**src/rtl/scr_pkg.sv**
```systemverilog
`timescale 1ns/1ps
package scr_pkg;

  typedef enum logic [1:0] {
    M_OFF  = 2'd0,
    M_HUNT = 2'd1,
    M_LOCK = 2'd2
  } mode_t;

  // Bit rate for a select code; codes past the table fall back to the slowest rate.
  function automatic int unsigned rate_bps(input int code);
    case (code)
      0:       return 1200;
      1:       return 2400;
      2:       return 4800;
      3:       return 9600;
      4:       return 19200;
      5:       return 38400;
      6:       return 57600;
      7:       return 115200;
      8:       return 230400;
      default: return 1200;
    endcase
  endfunction

  // System clocks per oversampling tick, never below one.
  function automatic int unsigned rate_div(input longint unsigned clk_hz,
                                           input int unsigned ovs,
                                           input int code);
    longint unsigned d;
    d = clk_hz / (longint'(rate_bps(code)) * longint'(ovs));
    if (d < 1) d = 1;
    return int'(d);
  endfunction

endpackage

```
**src/rtl/scr_sync.sv**
```systemverilog
`timescale 1ns/1ps
module scr_sync #(
  parameter int unsigned STAGES = 2
) (
  input  logic clk_i,
  input  logic d_i,
  output logic q_o
);
  logic [STAGES-1:0] ff_q;

  always_ff @(posedge clk_i) begin
    ff_q <= {ff_q[STAGES-2:0], d_i};
  end

  assign q_o = ff_q[STAGES-1];
endmodule

```
**src/rtl/scr_bit_timer.sv**
```systemverilog
`timescale 1ns/1ps
module scr_bit_timer #(
  parameter int unsigned CLK_HZ = 200_000_000,
  parameter int unsigned OVS    = 16,
  parameter int unsigned RATE_W = 4
) (
  input  logic              clk_i,
  input  logic              rst_i,
  input  logic              din_i,
  input  logic [RATE_W-1:0] rate_i,
  output logic              bit_vld_o,
  output logic              bit_val_o,
  output logic              bit_end_o
);
  localparam int unsigned DIV_MAX = scr_pkg::rate_div(CLK_HZ, OVS, 0);
  localparam int unsigned DIV_W   = $clog2(DIV_MAX + 1);
  localparam int unsigned PH_W    = $clog2(OVS);
  localparam int unsigned N_CODES = 1 << RATE_W;
  localparam logic [PH_W-1:0] PH_MID  = PH_W'(OVS/2 - 1);
  localparam logic [PH_W-1:0] PH_LAST = PH_W'(OVS - 1);

  logic [DIV_W-1:0] div_tab [N_CODES];

  for (genvar g = 0; g < N_CODES; g++) begin : g_div
    assign div_tab[g] = DIV_W'(scr_pkg::rate_div(CLK_HZ, OVS, g));
  end

  logic [DIV_W-1:0] div_q;
  logic [DIV_W-1:0] pre_q;
  logic [PH_W-1:0]  ph_q;
  logic             last_q;
  logic             edge_w;
  logic             tick_w;

  assign edge_w = din_i ^ last_q;
  assign tick_w = (pre_q >= div_q - DIV_W'(1));

  always_ff @(posedge clk_i) begin
    if (rst_i) begin
      div_q     <= div_tab[0];
      pre_q     <= '0;
      ph_q      <= '0;
      last_q    <= 1'b0;
      bit_vld_o <= 1'b0;
      bit_val_o <= 1'b0;
      bit_end_o <= 1'b0;
    end else begin
      div_q     <= div_tab[rate_i];
      last_q    <= din_i;
      bit_vld_o <= 1'b0;
      bit_end_o <= 1'b0;
      if (edge_w) begin
        pre_q     <= '0;
        ph_q      <= '0;
        bit_end_o <= 1'b1;
      end else if (tick_w) begin
        pre_q <= '0;
        ph_q  <= (ph_q == PH_LAST) ? '0 : ph_q + PH_W'(1);
        if (ph_q == PH_MID) begin
          bit_vld_o <= 1'b1;
          bit_val_o <= din_i;
        end
        if (ph_q == PH_LAST) bit_end_o <= 1'b1;
      end else begin
        pre_q <= pre_q + DIV_W'(1);
      end
    end
  end

  // a centre strobe and a bit-end strobe never coincide
  a_r6_centre_end_apart: assert property (@(posedge clk_i) disable iff (rst_i)
    !(bit_vld_o && bit_end_o));

  // the phase counter never runs past the oversampling count
  a_r11_phase_in_range: assert property (@(posedge clk_i) disable iff (rst_i)
    ($past(ph_q) == PH_LAST && !$past(edge_w) && $past(tick_w)) |-> ph_q == '0);
endmodule

```
**src/rtl/scr_lock_ctrl.sv**
```systemverilog
`timescale 1ns/1ps
module scr_lock_ctrl #(
  parameter int unsigned      PAT_W   = 16,
  parameter logic [PAT_W-1:0] PATTERN = 16'hE2E2
) (
  input  logic          clk_i,
  input  logic          rst_i,
  input  logic          en_i,
  input  logic          din_i,
  input  logic          bit_vld_i,
  input  logic          bit_val_i,
  input  logic          bit_end_i,
  output logic          data_o,
  output logic          rclk_o,
  output scr_pkg::mode_t mode_o
);
  import scr_pkg::*;

  mode_t            mode_q;
  logic [PAT_W-1:0] win_q;
  logic [PAT_W-1:0] win_nx;
  logic             hit_w;

  assign win_nx = {win_q[PAT_W-2:0], bit_val_i};
  assign hit_w  = bit_vld_i && (win_nx == PATTERN);
  assign mode_o = mode_q;

  always_ff @(posedge clk_i) begin
    if (rst_i) begin
      win_q <= '0;
    end else if (bit_vld_i) begin
      win_q <= win_nx;
    end
  end

  always_ff @(posedge clk_i) begin
    if (rst_i) begin
      mode_q <= M_OFF;
    end else if (!en_i) begin
      mode_q <= M_OFF;
    end else begin
      case (mode_q)
        M_OFF:   mode_q <= M_HUNT;
        M_HUNT:  if (hit_w) mode_q <= M_LOCK;
        default: mode_q <= M_LOCK;
      endcase
    end
  end

  always_ff @(posedge clk_i) begin
    if (rst_i) begin
      data_o <= 1'b0;
      rclk_o <= 1'b0;
    end else if (!en_i || mode_q != M_LOCK) begin
      data_o <= din_i;
      rclk_o <= 1'b0;
    end else if (bit_vld_i) begin
      data_o <= bit_val_i;
      rclk_o <= 1'b1;
    end else if (bit_end_i) begin
      rclk_o <= 1'b0;
    end
  end

  // no clock while unarmed
  a_r4_rclk_low_unlocked: assert property (@(posedge clk_i) disable iff (rst_i)
    (mode_q != M_LOCK) |-> !rclk_o);

  // data held while the clock is high
  a_r5_data_stable_high: assert property (@(posedge clk_i) disable iff (rst_i)
    (rclk_o && $past(rclk_o)) |-> $stable(data_o));

  // arming only follows a recovered bit while enabled
  a_r1_lock_on_bit: assert property (@(posedge clk_i) disable iff (rst_i)
    (mode_q == M_LOCK && $past(mode_q) != M_LOCK) |-> $past(bit_vld_i && en_i));

  // armed state persists while enabled
  a_r9_lock_holds: assert property (@(posedge clk_i) disable iff (rst_i)
    ($past(mode_q) == M_LOCK && $past(en_i)) |-> mode_q == M_LOCK);

  // no direct jump from disabled to armed
  a_r10_no_lock_from_off: assert property (@(posedge clk_i) disable iff (rst_i)
    ($past(mode_q) == M_OFF) |-> mode_q != M_LOCK);
endmodule

```
**src/rtl/startpat_clkrec.sv**
```systemverilog
`timescale 1ns/1ps
module startpat_clkrec #(
  parameter int unsigned      CLK_HZ      = 200_000_000,
  parameter int unsigned      OVS         = 16,
  parameter int unsigned      RATE_W      = 4,
  parameter int unsigned      PAT_W       = 16,
  parameter logic [PAT_W-1:0] PATTERN     = 16'hE2E2,
  parameter int unsigned      SYNC_STAGES = 2
) (
  input  logic              clk_i,
  input  logic              rst_i,
  input  logic              rx_raw_i,
  input  logic              en_i,
  input  logic [RATE_W-1:0] rate_i,
  output logic              data_o,
  output logic              rclk_o
);
  logic           line_s;
  logic           bit_vld;
  logic           bit_val;
  logic           bit_end;
  scr_pkg::mode_t mode;

  scr_sync #(.STAGES(SYNC_STAGES)) u_sync (
    .clk_i (clk_i),
    .d_i   (rx_raw_i),
    .q_o   (line_s)
  );

  scr_bit_timer #(.CLK_HZ(CLK_HZ), .OVS(OVS), .RATE_W(RATE_W)) u_timer (
    .clk_i     (clk_i),
    .rst_i     (rst_i),
    .din_i     (line_s),
    .rate_i    (rate_i),
    .bit_vld_o (bit_vld),
    .bit_val_o (bit_val),
    .bit_end_o (bit_end)
  );

  scr_lock_ctrl #(.PAT_W(PAT_W), .PATTERN(PATTERN)) u_ctrl (
    .clk_i     (clk_i),
    .rst_i     (rst_i),
    .en_i      (en_i),
    .din_i     (line_s),
    .bit_vld_i (bit_vld),
    .bit_val_i (bit_val),
    .bit_end_i (bit_end),
    .data_o    (data_o),
    .rclk_o    (rclk_o),
    .mode_o    (mode)
  );

  // Cycles since reset, so the passthrough check never reaches before it.
  logic [1:0] warm_q;
  always_ff @(posedge clk_i) begin
    if (rst_i) warm_q <= '0;
    else if (warm_q != 2'd3) warm_q <= warm_q + 2'd1;
  end

  // unarmed output is the line delayed by three cycles
  a_r2_raw_passthru: assert property (@(posedge clk_i) disable iff (rst_i)
    (warm_q == 2'd3 && $past(!en_i || mode != scr_pkg::M_LOCK))
      |-> data_o == $past(rx_raw_i, 3));
endmodule

```
**config.mk**
```make
export PLATFORM = sky130hd
export DESIGN_NAME = startpat_clkrec
export DESIGN_NICKNAME = d
export VERILOG_FILES = /design/src/rtl/scr_pkg.sv /design/src/rtl/scr_sync.sv /design/src/rtl/scr_bit_timer.sv /design/src/rtl/scr_lock_ctrl.sv /design/src/rtl/startpat_clkrec.sv
export SDC_FILE = /design/constraint.sdc
export NUM_CORES = 1
export LEC_CHECK = 0
export BUFFER_PORTS_ARGS = -buffer_cell sky130_fd_sc_hd__buf_2
export CAP_MARGIN = 40
export CELL_PAD_IN_SITES_DETAIL_PLACEMENT = 1
export CELL_PAD_IN_SITES_GLOBAL_PLACEMENT = 2
export CORE_MARGIN = 4
export CORE_UTILIZATION = 30
export CTS_CLUSTER_DIAMETER = 80
export CTS_CLUSTER_SIZE = 20
export DETAILED_ROUTE_END_ITERATION = 7
export PLACE_DENSITY_LB_ADDON = 0.08
export SYNTH_ARGS = -nofsm -noshare
export SYNTH_HDL_FRONTEND = slang
export SYNTH_SLANG_ARGS = --single-unit
```
**constraint.sdc**
```tcl
create_clock -name clk_i -period 2.9 [get_ports clk_i]
set_input_delay 0.725 -clock clk_i [delete_from_list [all_inputs] [get_ports clk_i]]
set_output_delay 0.725 -clock clk_i [all_outputs]
set_load 0.01 [all_outputs]
```
=== Word level (Yosys, flattened, before mapping) ===
Memory sizes are Yosys's and may differ from the RTL's. A register that Yosys moved wholly into a read port is not among the register bits.
Cells that the tools add are included.

* Register bits: 43
* Bits in read-only memories: 224
* Output and inout bits: 2
* Word-level logic and storage cells: 50
* Memories kept: 1

* Add/sub/neg operators: 3
* $lt $le $gt $ge: 1
* Eq/ne operators: 6
* Multiplexer cells: 11
* Bitwise logic cells: 5
* Reduce and logical (&&, ||, !) cells: 12

{| class="wikitable"
|+ Memories
! memory !! depth !! bits a word !! read ports !! clocked after memory_dff !! write ports !! RTL line !! RTL
|-
| (name not given) || 16 || 14 || 1 || 1 || 0 || scr_bit_timer.sv:48 || <nowiki>div_q <= div_tab[rate_i];</nowiki>
|}

{| class="wikitable"
|+ Operators with widths
! operator !! number
|-
| $eq 16x16->1 const B || 1
|-
| $add 14x1->14 const B || 1
|-
| $ge 14x14->1 || 1
|-
| $sub 14x1->14 const B || 1
|-
| $mux 1 || 8
|-
| $reduce_or 2->1 || 3
|-
| $reduce_or 3->1 || 2
|-
| $not 4->5 || 1
|-
| $add 4x1->4 const B || 1
|-
| $eq 4x3->1 const B || 1
|-
| $eq 4x4->1 const B || 1
|-
| $mux 4 || 1
|-
| $pmux 2 s2 || 1
|-
| $reduce_bool 2->1 || 2
|-
| $not 1->1 || 3
|-
| $reduce_and 3->1 || 1
|-
| $eq 2x1->1 const B || 1
|-
| $logic_not 2->1 || 1
|-
| $mux 2 || 1
|-
| $ne 2x1->1 const B || 1
|-
| $ne 2x2->1 const B || 1
|-
| $logic_and 1x1->1 || 1
|-
| $logic_not 1->1 || 1
|-
| $logic_or 1x1->1 || 1
|-
| $xor 1x1->1 || 1
|}

=== Logic depth before layout (Yosys ltp) ===
Gate-level depths: netlist of the first run.

* Word-level depth: 4
* Gate-level depth with buffers: 14
* Depth with buffers taken out: 12

=== Hierarchy ===
A second synthesis of the first run with hierarchy kept.

* Cell total of the unflattened synthesis: 314
* Area total of the unflattened synthesis: 2907.8 um^2

{| class="wikitable"
|+ Modules (own cells, without submodules)
! module !! instances !! cells an instance !! area each (um^2)
|-
| scr_bit_timer || 1 || 240 || 2107.0
|-
| scr_lock_ctrl || 1 || 72 || 760.7
|-
| scr_sync || 1 || 2 || 40.0
|}

=== Least setup slack after synthesis of the first run ===
Ideal clock, no wire load.

* Path kind: register -> register
* Start: register u_timer.div_q[2]
* End: register u_timer.pre_q[10]
* Library setup time: 64 ps
* Arrival time: 3136 ps
* Required time: 2836 ps
* Path slack: -299 ps
* Stages on the path, launching flop included: 15
* Path buffers: 2
* Clock period less this slack: 3199 ps
* Cell sequence: dfxtp_1 -> or4_1 -> nor3_1 -> nand3_1 -> nor4_2 -> xnor2_1 -> ha_1 -> a21o_1 -> a21o_1 -> a2111o_1 -> a41oi_2 -> buf_6 -> nand2_4 -> buf_6 -> nor2_1

* Longest elaborated chain between the ends: 3

{| class="wikitable"
|+ Ends and longest elaborated chain
! item !! RTL line !! RTL
|-
| from (decl) || scr_bit_timer.sv:28 || <nowiki>logic [DIV_W-1:0] div_q;</nowiki>
|-
| $sub 14x1->14 || scr_bit_timer.sv:36 || <nowiki>assign tick_w = (pre_q >= div_q - DIV_W'(1));</nowiki>
|-
| $ge 14x14->1 || scr_bit_timer.sv:36 ||
|-
| $reduce_or 3->1 (no source line) || -- ||
|-
| to (signal assigned) || scr_bit_timer.sv:65 || <nowiki>pre_q <= pre_q + DIV_W'(1);</nowiki>
|-
| to (decl) || scr_bit_timer.sv:29 || <nowiki>logic [DIV_W-1:0] pre_q;</nowiki>
|}

Every way passes these cells.
A chain may end at the register's enable or synchronous reset.

=== Final worst setup path of the first run ===
* Start: register u_timer.div_q[2]
* End: register u_timer.ph_q[2]

* Longest elaborated chain between the ends: 2

{| class="wikitable"
|+ Ends and longest elaborated chain
! item !! RTL line !! RTL
|-
| $sub 14x1->14 || scr_bit_timer.sv:36 ||
|-
| $ge 14x14->1 || scr_bit_timer.sv:36 ||
|-
| to (signal assigned) || scr_bit_timer.sv:58 || <nowiki>ph_q <= (ph_q == PH_LAST) ? '0 : ph_q + PH_W'(1);</nowiki>
|-
| to (decl) || scr_bit_timer.sv:30 || <nowiki>logic [PH_W-1:0] ph_q;</nowiki>
|}

Every way passes these cells.

==> run_results.csv, run 1 <==
group,metric,value,unit
status,status,"complete, but fails checks",
status,violations,"setup timing",
drt,vias,2105,
cts,clock_sinks,57,
sta,final-max-slew-violation-count,0,
hold_path,hold_depth,0,
sta,whs,0.342,ns
pwr,combPwrFrac,0.085,
grt,use_met2,0.182,
synthesis,synth_edf_count,0,
final_layout,syn2layout_area_growth,23.3,%
worst_setup_path,critPathBufInv,3,
worst_setup_path,reg2reg_to,"u_timer.ph_q[2]",
cts,path_clk_slew,0.07,ns
worst_setup_path,rrSetupSlack,-0.38,ns
floorplan,start_util,0.313,
placed_design,dp_hpwl,4.39,mm
cts,clk_path_buf_depth,2,
worst_setup_path,required,3.17,ns
sta,slew_headroom,0.432,
synthesis,yosysSeqAreaShare,0.412,
drt,wire_per_inst,13.6,microns
sta,worst_pin_slew,0.850,ns
sta,finalCritPeriodShare,1.13,
pwr,p_int,0.00116,W
cts,clkLatencyLatePin,0.33,ns
synthesis,synthFlopType,"dfxtp_1",
pwr,p_clk_frac,0.402,
synthesis,synthArstFlopShare,0,
final_layout,fin_util,0.386,
final_layout,nets,363,
cts,htree_levels,3,
hold_path,worstHoldEndpoint,"u_sync.ff_q[1]",
drt,antenna_left,0,
pwr,p_switching,0.000420,W
pwr,pwr_density_cell,463,nW/um^2
grt,grt_usage,0.119,
grt,grt_pass1_wl,10.5,mm
grt,grt_use_met3,0.0323,
hold_path,holdCritStartpoint,"u_sync.ff_q[0]",
worst_setup_path,path_class,"flip-flop to flip-flop",
synthesis,ys_types,44,
worst_setup_path,reg2reg_depth,15,
drt,drc_errors,0,
floorplan,io_pins,10,
synthesis,synth_area_per_cell,9.39,sq um
worst_setup_path,cpMostUsedCell,"a21o_1",
sta,hold_viol_final,0,
drt,drtIter0Drc,45,
placed_design,port_buffers,9,
sta,fin_ws,-0.380,ns
floorplan,rows,34,
worst_setup_path,rr_startpoint,"u_timer.div_q[2]",
floorplan,fp.dieH,104,microns
cts,cts_buffers,9,
grt,grt-ovfl-total,0,
worst_setup_path,cp_top_family,"compound AO/OA/AOI/OAI gates",
synthesis,syn-cell-area,2770,sq um
pwr,leakage,1.34,nW
grt,grt_max_degree,30,
synthesis,syn_inst,295,
final_layout,mostFrequentLayoutCells,"56 x dfxtp_1, 39 x nor2_1, 25 x ha_1",
sta,max_freq,0.305,GHz
sta,rsz0062_at_grt,"true",
synthesis,synth_fp_nets,328,
final_layout,fillers,1033,
drt,wl,6.01,mm
grt,grt-busiest-layer,"met2",
worst_setup_path,cp_data_arrival_time,3.55,ns
sta,skew,0.0103,ns
final_layout,final_common_cell,"dfxtp_1",
worst_setup_path,crit_slowest_cell,"or4_4",
worst_setup_path,endpoint_kind,"flip-flop",
job,cap_violations,0,
placed_design,gp_congestion,0.745,
worst_setup_path,cp_cell_sequence,"or4_4 -> nor3_4 -> nand3_2 -> nor4_4 -> xnor2_1 -> ha_1 -> a21o_1 -> a21o_1 -> a2111o_1 -> a41oi_2 -> buf_6 -> buf_12 -> buf_4 -> o21ai_2 -> a21oi_2",
grt,met1_usage,0.158,
grt,grt_antenna_before_repair,0,
synthesis,yosysWarnings,0,
drt,vias_per_cell,4.75,
floorplan,die_w,104,microns
floorplan,core,8850,sq um
hold_path,hp-class,"flip-flop to flip-flop",
drt,dr.pass1.iters,4,
worst_setup_path,slowest_delay,0.55,ns
pwr,seqPwrFrac,0.513,
cts,postCtsHoldBufs,0,
sta,setup_viol,21,
pwr,swShare,0.266,
synthesis,ys_ff_latch,57,
final_layout,antennaDiodeCount,0,
cts,root_buffer,"clkbuf_8",
final_layout,drive_above_1_share,0.224,
sta,period_minus_slack,3.28,ns
worst_setup_path,worstPathMaxFanout,7,
worst_setup_path,cp-start-kind,"flip-flop",
floorplan,die_area,10800,sq um
grt,grt_pass1_vias,2156,
cts,cts_tree,"done",
pwr,ir_drop,215,uV
## synth_stat cells (2+ instances only)
library cell,n,area [sq um]
a21o_1,4,30.0
xor2_1,12,105
o21ai_0,3,15.0
xnor2_1,13,114
nor2_1,49,184
or4_1,2,15.0
nand4b_1,4,35.0
and3_1,4,25.0
nor4b_1,2,17.5
dfxtp_1,57,1140
or3_1,3,18.8
mux2i_1,18,180
a21oi_1,15,75.1
or2_2,2,12.5
ha_1,25,313
inv_1,12,45.0
nor3_1,8,40.0
buf_6,2,22.5
nor2b_1,3,18.8
nand4_1,4,25.0
nor4_1,2,12.5
nand2b_1,6,37.5
clkbuf_1,6,22.5
nand2_1,11,41.3
nand3_1,9,45.0
## power by group through the flow
| stage | clock network, W | logic [W] | registers [W] |
|---|---|---|---|
| after floorplan | 0 | 0.0000804 | 0.000826 |
| after global placement | 0 | 0.000122 | 0.000827 |
| after detailed placement | 0 | 0.000122 | 0.000827 |
| after CTS | 0.000669 | 0.000130 | 0.000810 |
| after global routing | 0.000702 | 0.000153 | 0.000813 |
| final | 0.000636 | 0.000134 | 0.000810 |
## worst max path at each step
stage / start / end / slack (ns) / cells after the start
3_3_place_gp: u_timer.div_q[2] / u_timer.bit_val_o / -0.43 / 13
3_5_place_dp: u_timer.div_q[2] / u_timer.bit_val_o / -0.48 / 13
5_1_grt: u_timer.div_q[2] / u_timer.ph_q[1] / -0.61 / 14
2_1_floorplan: u_timer.div_q[2] / u_timer.pre_q[10] / -0.22 / 14
6_report: u_timer.div_q[2] / u_timer.ph_q[2] / -0.38 / 15
4_1_cts: u_timer.div_q[2] / u_timer.bit_val_o / -0.40 / 13
## stage by stage
step | TNS (ns) | power (W) | std cells | cell area, sq um | worst slack [ns]
3_5_place_dp | -7.78 | 0.000949 | 418 | 3030 | -0.485
3_3_place_gp | -6.59 | 0.000948 | 418 | 3030 | -0.430
2_1_floorplan | -3.53 | 0.000907 | 295 | 2780 | -0.219
6_report | -6.98 | 0.00158 | 443 | 3410 | -0.380
5_1_grt | -11.41 | 0.00167 | 443 | 3410 | -0.611
4_1_cts | -7.21 | 0.00161 | 440 | 3300 | -0.397
## registers in the layout, indices dropped and copies added, names as in the netlist
signal / count
u_timer.ph_q: 4
u_ctrl.mode_o: 2
u_ctrl.win_q: 15
u_ctrl.rclk_o: 1
u_timer.pre_q: 14
u_sync.ff_q: 2
u_timer.bit_vld_o: 1
u_timer.bit_val_o: 1
u_timer.bit_end_o: 1
u_timer.div_q: 14
u_timer.last_q: 1
u_ctrl.data_o: 1
## per-layer routing
layer  up-vias  share of wire
met5         -              0
met4         0          0.019
met1       987           0.50
met2        14           0.46
li1       1093              -
met3        11          0.018
## final cells by class
cell class	instances	area, sq um	share of cell area
timing repair buffer	32	238	0.0696
sequential	57	1140	0.335
tap	108	135	0.0396
clock inverter	7	46.3	0.0136
inverter	12	45.0	0.0132
clock buffer	9	124	0.0363
multi-input combinational	218	1680	0.493
## worst register-to-register path, stage by stage, from the launching register on
cell and delay (ns):
dfxtp_2 0.32, or4_4 0.55, nor3_4 0.17, nand3_2 0.14
nor4_4 0.16, xnor2_1 0.15, ha_1 0.26, a21o_1 0.16
a21o_1 0.18, a2111o_1 0.41, a41oi_2 0.20, buf_6 0.15
buf_12 0.11, buf_4 0.10, o21ai_2 0.05, a21oi_2 0.12
## repair_timing
item | in CTS | in global routing
endpoints found under the setup margin | 21 | 21
setup buffers | 5 | 3
resized for setup | 12 | 21
gates cloned | 1 | 0
pin swaps | 11 | 5
## logic make-up after synthesis
family                   share of synthesized area
adder cells (fa/ha/maj)                      0.113
XOR/XNOR                                    0.0791
AO/OA/AOI/OAI                               0.0804
buffers and inverters                       0.0343
flip-flops                                   0.412
AND/OR/NAND/NOR                              0.212
multiplexers                                0.0691
(Power assumes the default switching activity.)
==> inputs of run 2 (changes only) <==
--- a/config.mk
+++ b/config.mk
@@ -9,7 +9,7 @@
 export CAP_MARGIN = 40
 export CELL_PAD_IN_SITES_DETAIL_PLACEMENT = 1
 export CELL_PAD_IN_SITES_GLOBAL_PLACEMENT = 2
-export CORE_MARGIN = 4
+export CORE_MARGIN = 1
 export CORE_UTILIZATION = 30
 export CTS_CLUSTER_DIAMETER = 80
 export CTS_CLUSTER_SIZE = 20
==> run_results.csv, run 2 (synthesized netlist as in run 1, its figures left out) <==
group,metric,value,unit
placed_design,gp_congestion,0.743,
worst_setup_path,rr_startpoint,"u_timer.div_q[2]",
floorplan,start_util,0.313,
final_layout,antennaDiodeCount,0,
drt,antenna_left,0,
drt,wl,5.82,mm
placed_design,placed_cells,419,
status,violations,"setup timing",
floorplan,die_w,98.1,microns
grt,grt_antenna_before_repair,0,
cts,clkLatencyLatePin,0.34,ns
worst_setup_path,cp-start-kind,"flip-flop",
sta,slew_headroom,0.609,
worst_setup_path,path_class,"flip-flop to flip-flop",
job,cap_violations,0,
drt,vias_per_cell,4.75,
worst_setup_path,startpoint,"u_timer.div_q[2]",
placed_design,port_buffers,9,
cts,cts_buffers,9,
floorplan,rows,34,
hold_path,hp-class,"flip-flop to flip-flop",
grt,grt_max_degree,30,
worst_setup_path,endpoint_kind,"flip-flop",
final_layout,reg_top3,"u_ctrl.win_q x15, u_timer.div_q x14, u_timer.pre_q x14",
sta,hold_viol_final,0,
floorplan,fp.dieH,98.1,microns
pwr,combPwrFrac,0.073,
final_layout,fin_util,0.384,
final_layout,final_common_cell,"dfxtp_1",
worst_setup_path,required,3.17,ns
drt,vias,2093,
sta,fin_ws,-0.362,ns
final_layout,syn2layout_area_growth,22.9,%
pwr,leakage,1.35,nW
drt,wire_per_inst,13.2,microns
floorplan,die_area,9620,sq um
final_layout,nets,361,
cts,clk_path_buf_depth,2,
final_layout,drive_above_1_share,0.204,
pwr,p_clk_frac,0.466,
cts,clock_sinks,57,
pwr,power,0.00176,W
sta,final-max-slew-violation-count,0,
placed_design,postPlaceCellArea,3030,sq um
cts,htree_levels,3,
worst_setup_path,worstPathMaxFanout,13,
drt,drc_errors,0,
drt,dr.pass1.iters,3,
pwr,seqPwrFrac,0.461,
cts,path_clk_slew,0.07,ns
floorplan,core,8850,sq um
pwr,swShare,0.240,
worst_setup_path,rrSetupSlack,-0.36,ns
sta,finalCritPeriodShare,1.12,
sta,setup_viol,21,
worst_setup_path,cp_data_arrival_time,3.53,ns
sta,worst_pin_slew,0.585,ns
pwr,ir_drop,202,uV
final_layout,final_area,3400,sq um
cts,root_buffer,"clkbuf_8",
grt,grt_pass1_wl,10.2,mm
final_layout,largest-register,"u_ctrl.win_q",
status,status,"complete, but fails checks",
sta,max_freq,0.307,GHz
drt,drtIter0Drc,24,
final_layout,largest_reg_flops,15,
sta,rsz0062_at_grt,"true",
placed_design,dp_hpwl,4.22,mm
sta,skew,0.0112,ns
hold_path,holdCritStartpoint,"u_sync.ff_q[0]",
grt,grt_usage,0.135,
cts,cts_tree,"done",
final_layout,instances_no_fill,441,
pwr,p_switching,0.000422,W
sta,tns,-6.81,ns
grt,grt-ovfl-total,0,
grt,grt_pass1_vias,2121,
floorplan,io_pins,10,
pwr,p_int,0.00133,W
final_layout,mostFrequentLayoutCells,"56 x dfxtp_1, 43 x nor2_1, 25 x ha_1",
sta,period_minus_slack,3.26,ns
pwr,pwr_density_cell,516,nW/um^2
[run 2: changes by cell type in the layout (fill, tap and decap cells not counted), sizes merged]
| cell | change |
|---|---|
| bufinv | +2 |
| clkinv | -1 |
| buf | -1 |
| nand2 | -1 |
| clkinvlp | -1 |
[run 2: through the flow]
step / hold slack, ns / worst slack, ns
5_1_grt: 0.345 / -0.591
2_1_floorplan: 0.310 / -0.219
6_report: 0.324 / -0.362
4_1_cts: 0.335 / -0.401
3_3_place_gp: 0.310 / -0.404
3_5_place_dp: 0.324 / -0.448
[run 2: final timing paths]
check | depth (start not counted) | to
worst max register to register | 14 | u_timer.pre_q[10]
worst min register to register | 0 | u_sync.ff_q[1]
worst min-delay path | 0 | u_sync.ff_q[1]
worst max-delay path | 14 | u_timer.pre_q[10]
[run 2: critical path, cell delays in order (launching register included)]
cell	delay, ns
dfxtp_2	0.32
or4_4	0.55
nor3_4	0.16
nand3_2	0.13
nor4_4	0.16
xnor2_1	0.15
ha_1	0.26
a21o_1	0.18
a21o_1	0.14
a2111o_1	0.43
a41oi_2	0.18
buf_6	0.15
buf_4	0.14
nand2_8	0.11
nor2_1	0.14
[run 2: what timing repair did]
item / in CTS / in global routing
setup buffers: 2 / 4
resized for setup: 6 / 17
cloned: 0 / 0
hold buffers: 0 / 0
setup endpoints to repair: 21 / 21
pin swaps: 6 / 5
[run 2: layer usage]
metal  routed length [microns]  vias to the layer above  part of all wire  global-route usage
met5                         0                        -                 0                   0
met4                        72                        0             0.012              0.0478
met3                       172                        6             0.030              0.0515
met1                      2970                      989              0.51               0.176
li1                          -                     1084                 -                   -
met2                      2600                       14              0.45               0.203
[run 2: power by group through the flow]
stage	clock [W]	combinational [W]	sequential, W
floorplan	0	0.0000804	0.000826
global placement	0	0.000119	0.000827
detailed placement	0	0.000120	0.000827
CTS	0.000848	0.000124	0.000810
global route	0.000888	0.000146	0.000812
finish	0.000819	0.000128	0.000810
[run 2: area by class of cell]
cell class / instances / area (sq um)
Inverter: 12 / 45.0
Clock inverter: 7 / 93.8
Clock buffer: 9 / 124
Tap cell: 108 / 135
Fill cell: 1039 / 5450
Sequential cell: 57 / 1140
Multi-Input combinational cell: 217 / 1640
Timing Repair Buffer: 31 / 218
==> inputs of run 3 (changes only) <==
--- a/config.mk
+++ b/config.mk
@@ -15,6 +15,7 @@
 export CTS_CLUSTER_SIZE = 20
 export DETAILED_ROUTE_END_ITERATION = 7
 export PLACE_DENSITY_LB_ADDON = 0.08
+export SKIP_CTS_REPAIR_TIMING = 1
 export SYNTH_ARGS = -nofsm -noshare
 export SYNTH_HDL_FRONTEND = slang
 export SYNTH_SLANG_ARGS = --single-unit
==> run_results.csv, run 3 (synthesized netlist as in run 1, its figures left out) <==
group,metric,value,unit
pwr,pwr_density_cell,520,nW/um^2
final_layout,antennaDiodeCount,0,
final_layout,syn2layout_area_growth,21.7,%
final_layout,final_common_cell,"dfxtp_1",
grt,grt_usage,0.134,
worst_setup_path,crit_slowest_cell,"or4_4",
drt,wire_per_inst,13.2,microns
placed_design,postPlaceCellArea,3030,sq um
placed_design,place_ws,-0.448,ns
worst_setup_path,cpMostUsedCell,"a21o_1",
sta,worst_pin_slew,0.543,ns
cts,clk_path_buf_depth,2,
worst_setup_path,path_class,"flip-flop to flip-flop",
cts,cts_buffers,9,
hold_path,hp-class,"flip-flop to flip-flop",
cts,path_clk_slew,0.07,ns
drt,dr.pass1.iters,3,
hold_path,hold_depth,0,
worst_setup_path,rr_startpoint,"u_timer.div_q[2]",
status,violations,"setup timing",
status,status,"complete, but fails checks",
worst_setup_path,reg2reg_depth,14,
sta,max_freq,0.295,GHz
final_layout,largest-register,"u_ctrl.win_q",
placed_design,dp_hpwl,4.22,mm
drt,wl,5.78,mm
worst_setup_path,worstPathMaxFanout,13,
cts,root_buffer,"clkbuf_8",
floorplan,fp.dieH,98.1,microns
worst_setup_path,rrSetupSlack,-0.49,ns
sta,slew_headroom,0.638,
final_layout,multi_input_area,1630,sq um
final_layout,final_area,3370,sq um
worst_setup_path,cp_data_arrival_time,3.66,ns
final_layout,mostFrequentLayoutCells,"56 x dfxtp_1, 42 x nor2_1, 25 x ha_1",
worst_setup_path,cp_cell_sequence,"or4_4 -> nor3_4 -> nand3_2 -> nor4_4 -> xnor2_1 -> ha_1 -> a21o_1 -> a21o_1 -> a2111o_1 -> a41oi_2 -> buf_6 -> buf_4 -> nand2_8 -> nor2_2",
floorplan,start_util,0.313,
floorplan,die_w,98.1,microns
sta,skew,0.0108,ns
hold_path,worstHoldEndpoint,"u_sync.ff_q[1]",
floorplan,die_area,9620,sq um
cts,htree_levels,3,
placed_design,port_buffers,9,
grt,grt_antenna_before_repair,0,
floorplan,rows,34,
final_layout,drive_above_1_share,0.196,
worst_setup_path,cp-start-kind,"flip-flop",
job,cap_violations,0,
grt,grt-ovfl-total,0,
drt,vias,2081,
final_layout,regArea,1140,sq um
drt,drc_errors,0,
pwr,leakage,1.33,nW
final_layout,nets,359,
grt,grt_max_degree,30,
placed_design,gp_congestion,0.743,
sta,rsz0062_at_grt,"true",
sta,period_minus_slack,3.39,ns
sta,final-max-slew-violation-count,0,
pwr,ir_drop,202,uV
sta,fin_ws,-0.485,ns
hold_path,holdCritStartpoint,"u_sync.ff_q[0]",
final_layout,reg_top3,"u_ctrl.win_q x15, u_timer.div_q x14, u_timer.pre_q x14",
drt,antenna_left,0,
final_layout,fillers,1041,
worst_setup_path,endpoint_kind,"flip-flop",
floorplan,io_pins,10,
sta,finalCritPeriodShare,1.17,
cts,cts_tree,"done",
cts,clock_sinks,57,
drt,drtIter0Drc,20,
drt,vias_per_cell,4.74,
worst_setup_path,reg2reg_to,"u_timer.pre_q[10]",
worst_setup_path,required,3.17,ns
worst_setup_path,slowest_delay,0.55,ns
grt,grt_pass1_wl,10.1,mm
sta,hold_viol_final,0,
final_layout,largest_reg_flops,15,
cts,clkLatencyLatePin,0.34,ns
floorplan,core,8850,sq um
grt,grt_pass1_vias,2115,
sta,setup_viol,21,
==> run 3: changes by cell type in the layout (fill, tap and decap cells not counted) <==
cell | previous run | this run
buf_6 | 2 | 1
o311ai_4 | 1 | 0
nor3_2 | 2 | 0
nor2_1 | 43 | 42
o311ai_2 | 0 | 1
nor3_1 | 5 | 7
nor2_4 | 5 | 6
buf_4 | 20 | 19
==> run 3: worst max-delay path by stage <==
stage,start,endpoint,cells past startpoint
global route,u_timer.div_q[2],u_timer.ph_q[1],14
global placement,u_timer.div_q[2],u_timer.ph_q[1],14
detailed placement,u_timer.div_q[2],u_timer.ph_q[1],14
CTS,u_timer.div_q[2],u_timer.pre_q[8],14
finish,u_timer.div_q[2],u_timer.pre_q[10],14
floorplan,u_timer.div_q[2],u_timer.pre_q[10],14
==> run 3: per-layer routing <==
layer / GRT usage / vias to the layer above / share of wire
li1: - / 1082 / -
met1: 0.173 / 979 / 0.51
met2: 0.203 / 13 / 0.45
met3: 0.0515 / 7 / 0.027
met4: 0.0455 / 0 / 0.013
met5: 0 / - / 0
==> run 3: area by class of cell <==
| cell class | count | area share |
|---|---|---|
| clock buffers | 9 | 0.0367 |
| clock inverters | 7 | 0.0278 |
| inverters | 12 | 0.0134 |
| multi-input cells | 217 | 0.484 |
| flip-flops and latches | 57 | 0.339 |
| well taps | 108 | 0.0401 |
| repair buffers | 29 | 0.0590 |
==> run 3: critical path: cells and delay by family (launching register included) <==
kind | cells | cell delay (ns)
XOR/XNOR | 1 | 0.15
adder cells (fa/ha/maj) | 1 | 0.26
flip-flops | 1 | 0.32
AND/OR/NAND/NOR | 6 | 1.41
buffers and inverters | 2 | 0.27
AO/OA/AOI/OAI | 4 | 0.92
==> run 3: stage by stage <==
step                total power (W)   util  std cells  hold slack (ns)  setup TNS (ns)
finish                      0.00175  0.381        439            0.326           -9.39
CTS                         0.00178  0.367        435            0.335           -8.82
detailed placement         0.000948  0.342        419            0.324           -8.38
global route                0.00184  0.381        439            0.345          -13.41
global placement           0.000947  0.342        419            0.310           -7.13
floorplan                  0.000907      -        295            0.310           -3.53
==> run 3: where the power goes <==
group	total (W)	internal (W)	switching, W
logic	0.000125	0.0000514	0.0000739
clock network	0.000819	0.000483	0.000336
registers	0.000810	0.000799	0.0000112
total	0.00175	0.00133	0.000421
